`src/rtl/batch_age_pkg.sv`:
```
package batch_age_pkg;

  // Largest value the age counter holds: one past the hold threshold.
  function automatic int age_ceiling(input int busy_time);
    return 2 * busy_time + 1;
  endfunction

  // Counter width able to hold the ceiling value.
  function automatic int age_width(input int busy_time);
    return $clog2(2 * busy_time + 2);
  endfunction

endpackage

```
`src/rtl/batch_flag_bank.sv`:
```
module batch_flag_bank #(
  parameter int N_BANKS = 8
) (
  input  logic               clk,
  input  logic               rst,
  input  logic [N_BANKS-1:0] queue_nonempty,
  input  logic [N_BANKS-1:0] issue_pulse,
  output logic [N_BANKS-1:0] flags_q,
  output logic [N_BANKS-1:0] flags_d,
  output logic               batch_done
);

  logic [N_BANKS-1:0] remaining;

  assign remaining  = flags_q & ~issue_pulse;
  assign batch_done = (remaining == '0);

  for (genvar b = 0; b < N_BANKS; b++) begin : g_bank
    always_comb begin
      if (batch_done) flags_d[b] = queue_nonempty[b];
      else            flags_d[b] = remaining[b];
    end

    always_ff @(posedge clk) begin
      if (rst) flags_q[b] <= 1'b0;
      else     flags_q[b] <= flags_d[b];
    end
  end

endmodule

```
`src/rtl/batch_age_counter.sv`:
```
module batch_age_counter
  import batch_age_pkg::*;
#(
  parameter int BUSY_TIME = 8
) (
  input  logic clk,
  input  logic rst,
  input  logic restart,
  output logic overdue_d
);

  localparam int AGE_W   = age_width(BUSY_TIME);
  localparam int AGE_TOP = age_ceiling(BUSY_TIME);
  localparam int THRESH  = 2 * BUSY_TIME;

  logic [AGE_W-1:0] age_q;
  logic [AGE_W-1:0] age_d;

  always_comb begin
    if (restart)                         age_d = '0;
    else if (age_q >= AGE_W'(AGE_TOP))   age_d = AGE_W'(AGE_TOP);
    else                                 age_d = age_q + AGE_W'(1);
  end

  assign overdue_d = (age_d > AGE_W'(THRESH));

  always_ff @(posedge clk) begin
    if (rst) age_q <= '0;
    else     age_q <= age_d;
  end

endmodule

```
`src/rtl/batch_mask_reg.sv`:
```
module batch_mask_reg #(
  parameter int N_BANKS = 8
) (
  input  logic               clk,
  input  logic               rst,
  input  logic               overdue_d,
  input  logic [N_BANKS-1:0] flags_d,
  output logic               hold_q,
  output logic [N_BANKS-1:0] eligible_q
);

  logic [N_BANKS-1:0] eligible_d;

  assign eligible_d = overdue_d ? flags_d : {N_BANKS{1'b1}};

  always_ff @(posedge clk) begin
    if (rst) begin
      hold_q     <= 1'b0;
      eligible_q <= {N_BANKS{1'b1}};
    end else begin
      hold_q     <= overdue_d;
      eligible_q <= eligible_d;
    end
  end

endmodule

```
`src/rtl/batch_age_tracker.sv`:
```
module batch_age_tracker #(
  parameter int N_BANKS   = 8,
  parameter int BUSY_TIME = 8
) (
  input  logic               clk,
  input  logic               rst,
  input  logic [N_BANKS-1:0] queue_nonempty,
  input  logic [N_BANKS-1:0] issue_pulse,
  output logic [N_BANKS-1:0] old_flags,
  output logic               hold_off,
  output logic [N_BANKS-1:0] issue_eligible
);

  logic [N_BANKS-1:0] flags_next;
  logic               batch_done;
  logic               overdue_next;

  batch_flag_bank #(.N_BANKS(N_BANKS)) u_flags (
    .clk            (clk),
    .rst            (rst),
    .queue_nonempty (queue_nonempty),
    .issue_pulse    (issue_pulse),
    .flags_q        (old_flags),
    .flags_d        (flags_next),
    .batch_done     (batch_done)
  );

  batch_age_counter #(.BUSY_TIME(BUSY_TIME)) u_age (
    .clk       (clk),
    .rst       (rst),
    .restart   (batch_done),
    .overdue_d (overdue_next)
  );

  batch_mask_reg #(.N_BANKS(N_BANKS)) u_mask (
    .clk        (clk),
    .rst        (rst),
    .overdue_d  (overdue_next),
    .flags_d    (flags_next),
    .hold_q     (hold_off),
    .eligible_q (issue_eligible)
  );

endmodule

```
`config.mk`:
```
export PLATFORM = sky130hd
export DESIGN_NAME = batch_age_tracker
export DESIGN_NICKNAME = d
export VERILOG_FILES = /design/src/rtl/batch_age_pkg.sv /design/src/rtl/batch_flag_bank.sv /design/src/rtl/batch_age_counter.sv /design/src/rtl/batch_mask_reg.sv /design/src/rtl/batch_age_tracker.sv
export SDC_FILE = /design/constraint.sdc
export NUM_CORES = 1
export LEC_CHECK = 0
export BUFFER_PORTS_ARGS = -buffer_cell sky130_fd_sc_hd__clkbuf_2
export CORE_ASPECT_RATIO = 0.7
export CORE_MARGIN = 1.5
export CORE_UTILIZATION = 50
export DETAILED_ROUTE_END_ITERATION = 10
export PLACE_DENSITY = 0.78
export SYNTH_ARGS = -nofsm -noshare
export SYNTH_HDL_FRONTEND = slang
export SYNTH_HIERARCHICAL = 1
export SYNTH_SLANG_ARGS = --single-unit
export TNS_END_PERCENT = 50
```
`constraint.sdc`:
```
create_clock -name clk -period 2.39 [get_ports clk]
set_input_delay 0.239 -clock clk [delete_from_list [all_inputs] [get_ports clk]]
set_output_delay 0.239 -clock clk [all_outputs]
set_load 0.02 [all_outputs]
```
==> results of run 1 <==
-- flip-flops by register name, indices dropped and copies added (netlist names) --
signal	count
u_mask/hold_q	1
u_age/age_q	5
u_mask/eligible_q	8
u_flags/flags_q	8
-- layout make-up --
type | count | area (µm²) | area share [%]
multi-input cells | 73 | 639 | 47.1
flip-flops and latches | 22 | 440 | 32.4
repair buffers | 35 | 178 | 13.1
well taps | 32 | 40.0 | 2.95
clock inverters | 1 | 30.0 | 2.21
clock buffers | 3 | 22.5 | 1.66
inverters | 2 | 7.51 | 0.553
-- cell usage in the layout (no fill, tap or decap), drive strengths merged --
master | Yosys | final
nor3b | 1 | 1
nand2 | 3 | 3
nand2b | 8 | 8
a21oi | 1 | 1
bufinv | 0 | 1
o21ai | 8 | 8
dfxtp | 22 | 22
a31oi | 1 | 1
or3b | 8 | 8
xor2 | 2 | 2
nor4 | 2 | 2
o32ai | 8 | 8
nor2 | 4 | 4
nand3 | 1 | 1
a311oi | 1 | 1
nor2b | 1 | 1
ha | 2 | 2
nand4 | 11 | 11
clkbuf | 0 | 37
nor3 | 2 | 2
nand3b | 8 | 8
a21boi | 1 | 1
buf | 5 | 1
inv | 2 | 2
-- routing by layer --
| layer | share of wire (%) | vias to the layer above | track usage [%] | routed length, µm |
|---|---|---|---|---|
| met5 | 0 | - | 0 | 0 |
| met4 | 0.55 | 0 | 4.44 | 13 |
| met3 | 5.7 | 2 | 5.49 | 134 |
| met2 | 46 | 28 | 30.2 | 1090 |
| met1 | 48 | 452 | 27.8 | 1120 |
| li1 | - | 462 | - | - |
-- kinds of logic after synthesis --
kind of cell    Yosys count  share of synthesized area [%]
xor+xnor                  2                           1.55
simple gates             49                           35.2
buf+inv                   7                           4.75
compound gates           20                           17.4
flops                    22                           38.9
fa+ha+maj                 2                           2.21
-- per-stage QoR --
stage                     cell area [µm²]  total power [mW]  utilization (%)  std cells
after floorplan                      1130             0.618                -        102
after global placement               1310             0.670             61.1        164
after detailed placement             1310             0.676             61.1        164
after CTS                            1360             0.959             63.5        168
after global routing                 1360              1.00             63.5        168
final                                1360             0.950             63.5        168
-- power breakdown --
part / leakage, nW / total, mW / switching, mW / internal [mW]
logic: 0.352 / 0.256 / 0.155 / 0.102
registers: 0.180 / 0.416 / 0.0229 / 0.393
clock network: 0.0279 / 0.278 / 0.108 / 0.170
-- synth_stat cells (2+ instances only) --
| cell type | number | area, µm² |
|---|---|---|
| dfxtp_1 | 22 | 440 |
| nand3b_1 | 8 | 60.1 |
| nand4_1 | 8 | 50.1 |
| o32ai_2 | 8 | 130 |
| or3b_1 | 8 | 70.1 |
| o21ai_0 | 6 | 30.0 |
| nand2b_4 | 4 | 55.1 |
| nor2_1 | 4 | 15.0 |
| buf_6 | 3 | 33.8 |
| nand2b_1 | 3 | 18.8 |
| nand4_4 | 3 | 63.8 |
| ha_1 | 2 | 25.0 |
| inv_1 | 2 | 7.51 |
| nand2_2 | 2 | 12.5 |
| nor3_1 | 2 | 10.0 |
| nor4_1 | 2 | 12.5 |
| o21ai_1 | 2 | 10.0 |
| xor2_1 | 2 | 17.5 |
-- final timing paths --
kind,from,to,slack (ns),depth (start not counted)
setup reg to reg,u_age/age_q[0]$_SDFF_PP0_,u_mask/eligible_q[1]$_SDFF_PP1_,0.56,6
hold reg to reg,u_age/age_q[4]$_SDFF_PP0_,u_age/age_q[0]$_SDFF_PP0_,0.52,2
hold / removal,queue_nonempty[1],u_flags/flags_q[1]$_SDFF_PP0_,0.22,3
setup / recovery,u_age/age_q[0]$_SDFF_PP0_,u_mask/eligible_q[1]$_SDFF_PP1_,0.56,6
-- worst max-delay path, stage by stage (launching register included) --
cell,delay (ns)
dfxtp_1,0.44
ha_1,0.21
xor2_1,0.20
nor3b_1,0.08
a311oi_1,0.27
buf_4,0.19
or3b_1,0.34
==> flow_summary.yaml, run 1 <==
status:
  status: "finished clean"
route:
  drtIter0Drc: 36
  viasPerCell: 5.62
  wl_mm: 2.36
  remaining_drc_errors: 0
  drt_pass1_iterations: 6
  avgRoutedWirePerCell_um: 14.0
  dr_total_vias: 944
  postRouteAntennaNets: 0
grt:
  grt_pass1_vias: 861
  antenna_found_initial: 0
  overflow: 0
  grt_pass1_wl_mm: 3.82
  grt_usage_pct: 19.8
  grt_start_max_net_pins: 30
floorplanning:
  die_area_um2: 2570
  ios: 35
  rows: 14
  core_um2: 2140
  initial_core_util_pct: 53.0
  die_w_um: 59.9
  die_y_um: 42.8
setup_path:
  cp_data_arrival_time_ns: 2.03
  end_kind: "flop"
  critPathKind: "reg -> reg"
  worstPathMaxFanout: 9
  worstSetupStartpointType: "flop"
  crit_required_ns: 2.59
timing:
  slew_viol_final: 0
  clock.fmax_mhz: 546
  relSlewSlack_pct: 63.8
  post-route-period-util_pct: 76.6
  hold_viol_final: 0
  clock_skew_ns: 0.00638
  holdWs_ns: 0.217
  max_slew.worst_pin.slew_ns: 0.543
  rsz0062_at_grt: "false"
  final-setup-viol-count: 0
  setup_tns_ns: 0
  setup_ws_ns: 0.559
  period_needed_ns: 1.83
worst_hold_path:
  hp-class: "in -> reg"
logic_synthesis:
  yosysWarningCount: 6
  synthArstFlopShare_pct: 0
  synth-seq-area-share_pct: 38.9
  synth_cells: 102
  ys.flop_type: "dfxtp_1"
  synth_edf_count: 0
  ys_types: 29
  syn_area_um2: 1130
  synth_area_per_cell_um2: 11.1
  synth_fp_nets: 122
  ys_ff_latch: 22
layout:
  fin_nets: 157
  area_growth_syn_to_layout_pct: 19.8
  drive_gt1_share_pct: 41.9
  insertedDiodeCount: 0
  fillCellCount: 184
place:
  gp_congestion: 0.767
  place_ws_ns: 0.553
  portBuffers: 34
  dp_hpwl_mm: 1.77
flow_run:
  drv_cap: 0
clocking:
  cts_tree: "built"
  cts_buffer_depth: 2
  cts_inserted_buffers: 3
  cts_hold_buf: 0
  clk_latency_ns: 0.30
  cts.sinks: 22
  clockRootBuffer: "clkbuf_4"
  clkTransAtPathRegs_ns: 0.12
  post_cts_resized: 0
  cts-htree-levels: 1
  cts_setup_buffers: 0
pwr:
  peakVddDrop_uv: 450
  powerDensity_nw_per_um2: 700
  p_leak_nw: 0.559
Note: power is estimated with default switching activity, not from simulation.
==> run 2: changes to the inputs <==
==> constraint.sdc (replaced) <==
create_clock -name clk -period 1.7 [get_ports clk]
set_input_delay 0.17 -clock clk [delete_from_list [all_inputs] [get_ports clk]]
set_output_delay 0.17 -clock clk [all_outputs]
set_load 0.02 [all_outputs]
==> run 2 against run 1 <==
Net effect: the flow now finishes with violations (setup timing); fmax rose by 5.9%; setup slack got worse by 0.59 ns; clock skew is 0.0011 ns lower; sequential power increased by 41%; final cell count increased by 6.0%; sequential cell count stayed put; via count is 7.5% higher; register-to-register slack got worse by 0.59 ns; total power grew 50%; design area rose by 9.0%; die area unchanged; critical path type unchanged; largest power group unchanged; highest routed layer unchanged.
==> flow_summary.yaml, run 2 (same netlist as run 1, synthesis figures left out) <==
timing:
  max_slew.worst_pin.slew_ns: 0.557
  rsz0062_at_grt: "true"
  slew_viol_final: 0
  setup_tns_ns: -0.0962
  post-route-period-util_pct: 102
  relSlewSlack_pct: 62.9
  clock.fmax_mhz: 579
  holdWs_ns: 0.137
  period_needed_ns: 1.73
  final-setup-viol-count: 6
  setup_ws_ns: -0.0281
  clock_skew_ns: 0.00525
  hold_viol_final: 0
clocking:
  cts_inserted_buffers: 3
  clockRootBuffer: "clkbuf_4"
  cts_buffer_depth: 2
  cts-htree-levels: 1
  clkTransAtPathRegs_ns: 0.13
  clk_latency_ns: 0.32
  cts.sinks: 22
  cts_tree: "built"
  cts_hold_buf: 0
place:
  dp_hpwl_mm: 1.94
  gp_congestion: 0.916
  portBuffers: 34
  dpl_cell_area_um2: 1360
route:
  dr_total_vias: 1015
  remaining_drc_errors: 0
  drt_pass1_iterations: 4
  drtIter0Drc: 53
  avgRoutedWirePerCell_um: 15.8
  postRouteAntennaNets: 0
  viasPerCell: 5.70
  wl_mm: 2.81
flow_run:
  drv_cap: 0
pwr:
  p_seq_share_pct: 41.1
  power.switching_mw: 0.447
  intPower_mw: 0.978
  sw_frac_of_total_pct: 31.4
  combPwrFrac_pct: 30.3
  power_frac_clock_pct: 28.6
  total_power_mw: 1.42
  powerDensity_nw_per_um2: 963
  p_leak_nw: 0.613
  peakVddDrop_uv: 688
setup_path:
  crit_required_ns: 1.91
  critPathKind: "reg -> reg"
  cp_data_arrival_time_ns: 1.94
  end_kind: "flop"
  worstSetupStartpointType: "flop"
  r2r_slack_ns: -0.03
  worstPathMaxFanout: 5
layout:
  finalInstanceArea_um2: 1480
  insertedDiodeCount: 0
  reg.largest.list: "u_flags/flags_q: 8 flops, u_mask/eligible_q: 8 flops, u_age/age_q: 5 flops"
  drive_gt1_share_pct: 51.4
  area_growth_syn_to_layout_pct: 30.6
  fin_nets: 167
  final_common_cell: "clkbuf_2"
  fin_util_pct: 69.3
  layout_common_cells: "34 x clkbuf_2, 20 x dfxtp_1, 9 x buf_4"
grt:
  grt_usage_pct: 23.2
  grt_pass1_vias: 901
  antenna_found_initial: 0
  overflow: 0
  grt_start_max_net_pins: 30
  grt_pass1_wl_mm: 4.35
floorplanning:
  ios: 35
  initial_core_util_pct: 53.0
  die_area_um2: 2570
  rows: 14
  die_y_um: 42.8
  die_w_um: 59.9
  core_um2: 2140
status:
  violations: "setup timing"
  status: "complete, but fails checks"
worst_hold_path:
  hp-class: "in -> reg"
## run 2: cell count changes in the layout (fill, tap and decap cells not counted), sizes merged
| cell | change |
|---|---|
| buf | +10 |
## run 2: worst paths after layout
path                        startpoint                              end  cells past startpoint
max          u_age/age_q[1]$_SDFF_PP0_  u_mask/eligible_q[4]$_SDFF_PP1_                      6
min                  queue_nonempty[5]    u_flags/flags_q[5]$_SDFF_PP0_                      3
max reg2reg  u_age/age_q[1]$_SDFF_PP0_  u_mask/eligible_q[4]$_SDFF_PP1_                      6
min reg2reg  u_age/age_q[4]$_SDFF_PP0_        u_age/age_q[0]$_SDFF_PP0_                      2
## run 2: what timing repair did
item,4_1_cts,5_1_grt
gates resized for setup,8,2
pin swaps,2,2
buffers inserted,1,1
cloned,1,0
setup endpoints to repair,8,8
## run 2: worst max-delay path, stage by stage, from the launching register on
cell      delay (ns)
dfxtp_2         0.37
ha_4            0.15
xor2_2          0.17
nor3b_2         0.07
a311oi_2        0.32
buf_4           0.19
or3b_1          0.35
## run 2: area by class of cell
| class | instances | area [µm²] |
|---|---|---|
| timing repair buffer | 45 | 254 |
| sequential | 22 | 443 |
| clock inverter | 1 | 30.0 |
| inverter | 2 | 7.51 |
| tap | 32 | 40.0 |
| fill | 164 | 657 |
| clock buffer | 3 | 22.5 |
| multi-input combinational | 73 | 683 |
## run 2: power groups by stage
stage / sequential (mW) / clock (mW) / combinational, mW
6_report: 0.586 / 0.407 / 0.432
3_5_place_dp: 0.592 / 0 / 0.394
4_1_cts: 0.583 / 0.414 / 0.413
5_1_grt: 0.591 / 0.435 / 0.464
3_3_place_gp: 0.587 / 0 / 0.385
2_1_floorplan: 0.627 / 0 / 0.246
## run 2: routing by layer
layer | GRT usage [%] | up-vias | wire (µm)
met2 | 35.0 | 41 | 1300
met5 | 0 | - | 0
li1 | - | 477 | -
met4 | 4.00 | 0 | 38
met3 | 6.40 | 4 | 219
met1 | 33.4 | 493 | 1250
## run 2: through the flow
stage,setup slack [ns],cells
finish,-0.0281,178
global route,-0.110,178
CTS,0.00112,177
detailed placement,-0.0363,171
global placement,0.0779,171
floorplan,0.0283,102
